$ cat config.mk
export PLATFORM = sky130hd
export DESIGN_NAME = pix_demux
export DESIGN_NICKNAME = d
export VERILOG_FILES = /design/src/rtl/pix_demux_pkg.sv /design/src/rtl/pix_demux_linectl.sv /design/src/rtl/pix_demux_steer.sv /design/src/rtl/pix_demux.sv
export SDC_FILE = /design/constraint.sdc
export NUM_CORES = 1
export LEC_CHECK = 0
export CORE_AREA = 2 2 97 99
export CTS_BUF_LIST = sky130_fd_sc_hd__clkbuf_8
export DETAILED_ROUTE_END_ITERATION = 12
export DIE_AREA = 0 0 99 101
export GPL_TIMING_DRIVEN = 1
export PLACE_DENSITY = 0.69
export SYNTH_ARGS = -nofsm -noshare
export SYNTH_HDL_FRONTEND = slang
export SYNTH_HIERARCHICAL = 1
export SYNTH_SLANG_ARGS = --single-unit
$ cat constraint.sdc
create_clock -name clk -period 3.5 [get_ports clk]
set_input_delay 0.525 -clock clk [delete_from_list [all_inputs] [get_ports clk]]
set_output_delay 0.525 -clock clk [all_outputs]
set_load 0.02 [all_outputs]
$ cat src/rtl/pix_demux_pkg.sv
package pix_demux_pkg;

  typedef struct packed {
    logic demux;    // 1: use both ports
    logic pair;     // 1: paired simultaneous, 0: interleaved
    logic a_first;  // 1: first pixel of a line on port A
  } mode_t;

  localparam mode_t MODE_RST = '{demux: 1'b1, pair: 1'b1, a_first: 1'b1};

  typedef enum logic [1:0] {
    ARR_SINGLE = 2'd0,
    ARR_ILV    = 2'd1,
    ARR_PAIR   = 2'd2
  } arr_e;

  function automatic arr_e arrangement(mode_t m);
    if (!m.demux) return ARR_SINGLE;
    return m.pair ? ARR_PAIR : ARR_ILV;
  endfunction

  // Port A receives the pixel when its parity matches the phase choice.
  function automatic logic lands_on_a(logic odd, logic a_first);
    return ~(odd ^ a_first);
  endfunction

endpackage

$ cat src/rtl/pix_demux_linectl.sv
module pix_demux_linectl
  import pix_demux_pkg::*;
(
  input  logic  clk,
  input  logic  rst_n,
  input  logic  hsync,
  input  logic  pix_vld,
  input  mode_t mode_in,
  output logic  hs_rise,
  output mode_t mode_eff,
  output logic  odd_now
);

  logic  hs_d;
  mode_t mode_q;
  logic  odd_q;

  assign hs_rise  = hsync & ~hs_d;
  assign mode_eff = hs_rise ? mode_in : mode_q;
  assign odd_now  = hs_rise ? 1'b1 : odd_q;

  always_ff @(posedge clk or negedge rst_n) begin
    if (!rst_n) begin
      hs_d   <= 1'b0;
      mode_q <= MODE_RST;
      odd_q  <= 1'b1;
    end else begin
      hs_d <= hsync;
      if (hs_rise) begin
        mode_q <= mode_in;
        odd_q  <= ~pix_vld;
      end else if (pix_vld) begin
        odd_q  <= ~odd_q;
      end
    end
  end

  // latched modes move only on a line edge
  a_r8_mode_hold: assert property (@(posedge clk) disable iff (!rst_n)
    !hs_rise |=> $stable(mode_q));

  // an idle line edge leaves numbering at pixel 1
  a_r7_restart_odd: assert property (@(posedge clk) disable iff (!rst_n)
    (hs_rise && !pix_vld) |=> odd_q);

endmodule

$ cat src/rtl/pix_demux_steer.sv
module pix_demux_steer
  import pix_demux_pkg::*;
#(
  parameter int PIX_W = 24
) (
  input  logic             clk,
  input  logic             rst_n,
  input  logic             pix_vld,
  input  logic [PIX_W-1:0] pix_in,
  input  mode_t            mode_eff,
  input  logic             odd_now,
  output logic [PIX_W-1:0] port_a,
  output logic [PIX_W-1:0] port_b,
  output logic             port_b_oe,
  output logic             dck_en
);

  localparam int NPORT = 2;

  arr_e arr;
  logic lead_a;
  logic acc_single, acc_ilv, acc_pair_lead, acc_pair_close;
  logic [PIX_W-1:0] hold_q;
  logic [NPORT-1:0] wr;
  logic [NPORT-1:0][PIX_W-1:0] wd;

  assign arr            = arrangement(mode_eff);
  assign lead_a         = lands_on_a(odd_now, mode_eff.a_first);
  assign acc_single     = pix_vld && (arr == ARR_SINGLE);
  assign acc_ilv        = pix_vld && (arr == ARR_ILV);
  assign acc_pair_lead  = pix_vld && (arr == ARR_PAIR) && odd_now;
  assign acc_pair_close = pix_vld && (arr == ARR_PAIR) && !odd_now;

  always_comb begin
    wr[0] = acc_single | (acc_ilv & lead_a) | acc_pair_close;
    wr[1] = (acc_ilv & ~lead_a) | acc_pair_close;
    wd[0] = pix_in;
    wd[1] = pix_in;
    if (acc_pair_close) begin
      if (mode_eff.a_first) wd[0] = hold_q;
      else                  wd[1] = hold_q;
    end
  end

  for (genvar p = 0; p < NPORT; p++) begin : g_port
    logic [PIX_W-1:0] q;
    always_ff @(posedge clk or negedge rst_n) begin
      if (!rst_n)     q <= '0;
      else if (wr[p]) q <= wd[p];
    end
  end

  assign port_a = g_port[0].q;
  assign port_b = g_port[1].q;

  always_ff @(posedge clk or negedge rst_n) begin
    if (!rst_n) begin
      hold_q    <= '0;
      dck_en    <= 1'b0;
      port_b_oe <= MODE_RST.demux;
    end else begin
      if (acc_pair_lead) hold_q <= pix_in;
      dck_en    <= acc_single | acc_ilv | acc_pair_close;
      port_b_oe <= mode_eff.demux;
    end
  end

  // strobe only after an accepted pixel
  a_r9_strobe_follows_valid: assert property (@(posedge clk) disable iff (!rst_n)
    dck_en |-> $past(pix_vld));

  // the first pixel of a pair raises no strobe
  a_r5_lead_silent: assert property (@(posedge clk) disable iff (!rst_n)
    acc_pair_lead |=> !dck_en);

  // an interleaved strobe touches at most one port
  a_r4_one_port: assert property (@(posedge clk) disable iff (!rst_n)
    (dck_en && $past(acc_ilv)) |-> ($stable(port_a) || $stable(port_b)));

  // port B holds in single-port arrangement
  a_r2_b_held: assert property (@(posedge clk) disable iff (!rst_n)
    $past(acc_single) |-> $stable(port_b));

endmodule

$ cat src/rtl/pix_demux.sv
module pix_demux
  import pix_demux_pkg::*;
#(
  parameter int PIX_W = 24
) (
  input  logic             clk,
  input  logic             rst_n,
  input  logic             hsync,
  input  logic             pix_vld,
  input  logic [PIX_W-1:0] pix_in,
  input  logic             dmx_en,
  input  logic             par_en,
  input  logic             a_first,
  output logic [PIX_W-1:0] port_a,
  output logic [PIX_W-1:0] port_b,
  output logic             port_b_oe,
  output logic             dck_en
);

  mode_t mode_in, mode_eff;
  logic  hs_rise, odd_now;

  assign mode_in = '{demux: dmx_en, pair: par_en, a_first: a_first};

  pix_demux_linectl u_line (
    .clk      (clk),
    .rst_n    (rst_n),
    .hsync    (hsync),
    .pix_vld  (pix_vld),
    .mode_in  (mode_in),
    .hs_rise  (hs_rise),
    .mode_eff (mode_eff),
    .odd_now  (odd_now)
  );

  pix_demux_steer #(.PIX_W(PIX_W)) u_steer (
    .clk       (clk),
    .rst_n     (rst_n),
    .pix_vld   (pix_vld),
    .pix_in    (pix_in),
    .mode_eff  (mode_eff),
    .odd_now   (odd_now),
    .port_a    (port_a),
    .port_b    (port_b),
    .port_b_oe (port_b_oe),
    .dck_en    (dck_en)
  );

  // a line edge always restarts at an odd pixel
  a_r7_edge_odd: assert property (@(posedge clk) disable iff (!rst_n)
    hs_rise |-> odd_now);

endmodule

; Word level (Yosys, flattened, before mapping)
; Cells that the tools add are included.
[totals]
reg_bits = 78
latch_bits = 0
ram_bits = 0
mem_bits_ro = 0
in_bits = 31
output_inout_bits = 50
elab_cells = 41
n_memories = 0
[classes]
n_addsub = 0
mul = 0
div = 0
magnitude_cmp = 0
eq_ne = 2
n_shift = 0
muxes = 9
bitwise = 13
n_reduce_logical = 8
[op_table]
columns = cell, n
row1 = 24-bit 2-to-1 mux, 2
row2 = 48-bit 2-to-1 mux, 1
row3 = 1-bit logical AND, 5
row4 = 1-bit bitwise OR, 5
row5 = 2-bit 2-to-1 mux, 2
row6 = 1-bit NOT, 4
row7 = 1-bit AND, 3
row8 = 1-bit 2-to-1 mux, 3
row9 = 3-bit 2-to-1 mux, 1
row10 = "2-bit by 1-bit == test with 1-bit output, second input constant", 1
row11 = "2-bit == test, second input constant", 1
row12 = 2-bit zero test, 1
row13 = 2-bit nonzero test, 1
row14 = 1-bit zero test, 1
row15 = 1-bit bitwise XOR, 1

; Longest topological paths before layout
[logic_depth]
word_depth = 10
ltp_mapped = 10
ltp_nobuf = 8

; Modules after synthesis
; Netlist, hierarchy kept.
[modules_own_cells]
columns = mod, n_inst, cells_each, area_per_inst_um2, seq_area_each_um2
row1 = pix_demux_steer, 1, 249, 3258.1, 1853.0
row2 = pix_demux_linectl, 1, 18, 211.5, 130.1

; Worst setup path before layout
; No wires, ideal clock.
[synth_path]
kind = input port to flip-flop
from = input port hsync
to = register u_steer.g_port[0].q[10], in the netlist u_steer/port_a[10]
setup_ps = 125
arrival_time_ps = 2104
required_ps = 3375
slack_ps = 1271
cell_stages = 10
path_buffers = 2
path_cell_list = nand2b_4 > inv_2 > nand2_1 > nand2_1 > clkbuf_1 > nand2b_1 > xnor2_1 > a21oi_2 > buf_2 > mux2_2
[synth_lines]
columns = element, line
row1 = from (decl), pix_demux.sv:8  ; input logic hsync,
row2 = to (signal assigned), pix_demux_steer.sv:49  ; else if (wr[p]) q <= wd[p];
row3 = to (decl), pix_demux_steer.sv:46  ; logic [PIX_W-1:0] q;

==> flow_metrics.tcl <==
set metrics [dict create \
    wl_um 8160 \
    synthArstFlopShare_pct 100 \
    critical_path_class "in -> reg" \
    synth-xor-area-share_pct 0.721 \
    ys_seq_area_share_pct 57.2 \
    antenna_cells 0 \
    dr.pass1.iters 4 \
    utilization_pct 50.8 \
    clock.fmax_mhz 381 \
    finalCritPeriodShare_pct 75.0 \
    grt_setup_unrepaired "false" \
    hold_path_class "in -> async" \
    grt_max_degree 80 \
    tightest_slew_ns 1.17 \
    drc 0 \
    worst_ep_required_time_ns 3.78 \
    setup_violations 0 \
    synthAdderAreaFrac_pct 0 \
    synth.area.mux_share_pct 24.3 \
    crit_path_start "hsync" \
    die_h_um 101 \
    drv_cap 0 \
    syn_inst 267 \
    synth_ff_type "dfrtp_1" \
    cts_tree "built" \
    cts.sinks 79 \
    synth_top_family_by_area "multiplexers" \
    clk_pin_slew_worst_paths_ns 0.08 \
    antenna_found_initial 0 \
    grt_overflow_total 0 \
    netlist.top_cell.by_area "dfrtp_1" \
    critical_path_arrival_ns 2.90 \
    core_area_um2 8980 \
    vias 2408 \
    ios 81 \
    syn-num-nets 298 \
    critical_path.slowest_cell "o21ai_2" \
    synth-edff-count 0 \
    htreeDepth 3 \
    cts.repair.resized 0 \
    dieWidth_um 99 \
    p_per_area_nw_per_um2 731 \
    routedWlPerCell_um 17.5 \
    outcome "finished clean" \
    die-area_um2 10000 \
    fin_crit_ns 2.63 \
    yosys.area_share.simple_pct 9.59 \
    synth_common_cells "dfrtp_1, mux2_2, nor2_1, nor3_1, o22ai_1" \
    vias_per_cell 5.17 \
    cts-root-to-sink-buffers 2 \
    yosys.area.top_type_share_pct 53.4 \
    yosysWarnings 6 \
    peakVddDrop_mv 0.398 \
    drt_iter0_markers 73 \
    hold_viol_final 0 \
    hold_buffers 0 \
    post_cts_buffers 0 \
    cts-root-buf "clkbuf_8" \
    end_kind "register" \
    fin_skew_ns 0.00815 \
    maxSlewViolCount 0 \
    synth_most_common_cell "dfrtp_1" \
    fin_tns_setup_ns 0 \
    path_max_fanout 24 \
    slew_headroom_pct 22.0 \
    synth_compound_area_share_pct 5.41 \
    place_congestion 0.785 \
    cts_made_buffers 9 \
    p_leak_nw 1.91 \
    synth-seq-cells 79 \
    slowest_delay_ns 0.92 \
    grt_pass1_wl_um 13300 \
    grt_pass1_vias 2626 \
    area_delta_synth_final_pct 31.5 \
    layout-drive-gt1-share_pct 27.9 \
    synth.distinct_cells 29 \
    ys_top_cells_by_area "dfrtp_1, mux2_2, o22ai_1" \
    synth.cell_area_um2 3470 \
    clk_latency_ns 0.35 \
    rr_startpoint "u_line/hs_d$_DFF_PN0_" \
    grtUsageTotal_pct 17.2 \
    nets 382 \
    num_rows 35 \
    total_power_mw 3.33 \
    crit_path_cell_trace "clkdlybuf4s50_1 > nand2b_4 > inv_2 > nand2_1 > nand2_1 > nor3b_1 > o21ai_2 > o22ai_1 > nor2_1" \
    hpwl_um 5280 \
    cp-start-kind "input pin" \
    crit_top_cell "nand2_1" \
    synth.avg_cell_area_um2 13.0 \
    n_fill_cell 799 \
    portBuffers 80 \
    ant_nets 0 \
    initial_core_util_pct 38.6 \
]
[cell type report]
class                   instances  area (um2)  area share, %
repair buffers                 89         866           19.0
clock buffers                   9         124           2.71
well taps                     111         139           3.04
clock inverters                 6        38.8          0.850
multi-input cells             169        1400           30.7
inverters                       3        11.3          0.247
flip-flops and latches         79        1980           43.5
[final timing paths]
check | to | slack [ns] | cells past startpoint
setup / recovery | u_steer/port_b[13]$_DFFE_PN0P_ | 0.87 | 9
hold / removal | u_steer/port_a[16]$_DFFE_PN0P_ | 0.32 | 1
setup reg to reg | u_steer/port_b[13]$_DFFE_PN0P_ | 1.11 | 8
hold reg to reg | u_steer/port_a[7]$_DFFE_PN0P_ | 0.51 | 1
max in group asynchronous | u_steer/port_b[0]$_DFFE_PN0P_ | 2.50 | 1
min in group clk | u_steer/port_a[7]$_DFFE_PN0P_ | 0.51 | 1
[stage by stage]
stage / cells / instance area (um2) / hold WS [ns] / setup WS [ns]
6_report: 466 / 4560 / 0.323 / 0.875
5_1_grt: 466 / 4560 / 0.408 / 0.735
4_1_cts: 466 / 4560 / 0.370 / 0.931
3_3_place_gp: 451 / 4400 / 0.493 / 0.677
3_5_place_dp: 451 / 4400 / 0.499 / 0.543
2_1_floorplan: 267 / 3470 / 0.229 / 1.27
[cells by family after synthesis]
kind of cell	Yosys count
AO/OA/AOI/OAI	29
XOR/XNOR	2
buffers and inverters	19
flip-flops	79
multiplexers	72
AND/OR/NAND/NOR	66
[layer usage]
layer | GRT usage, % | vias to the layer above | part of all wire (%)
met2 | 27.9 | 69 | 47
met4 | 7.27 | 0 | 1.6
li1 | - | 1124 | -
met5 | 0 | - | 0
met3 | 3.47 | 11 | 4.8
met1 | 22.4 | 1204 | 47
[flip-flops by register name, indices dropped and copies added, names as in the netlist]
signal / count
u_line/odd_q: 1
u_steer/hold_q: 24
u_line/mode_q: 3
u_steer/port_b_oe: 1
u_steer/port_b: 24
u_line/hs_d: 1
u_steer/port_a: 24
u_steer/dck_en: 1
[worst max-delay path, delay by kind of cell]
kind	cells	cell delay [ns]
and+or+nand+nor	5	0.63
buffers and inverters	2	0.59
AOI/OAI and AO/OA	2	1.14
[report_power, final]
group	switching, mW	total (mW)	internal (mW)
clock	0.333	0.584	0.251
sequential	0.231	1.50	1.27
combinational	0.595	1.25	0.650
[layout by cell type, fill, tap and decap left out, types with 2 or more instances in the layout]
cell and n:
nor2_1 24, mux2_2 52, nand2b_4 2, o22ai_1 24, dfrtp_1 74, inv_1 2
mux2_1 11, dfstp_2 5, clkdlybuf4s50_1 79, nor3_1 24, clkinvlp_4 2, clkinv_2 3
nand2_1 9, buf_4 10, clkbuf_8 9, mux2_4 9
(Power assumes the default switching activity.)
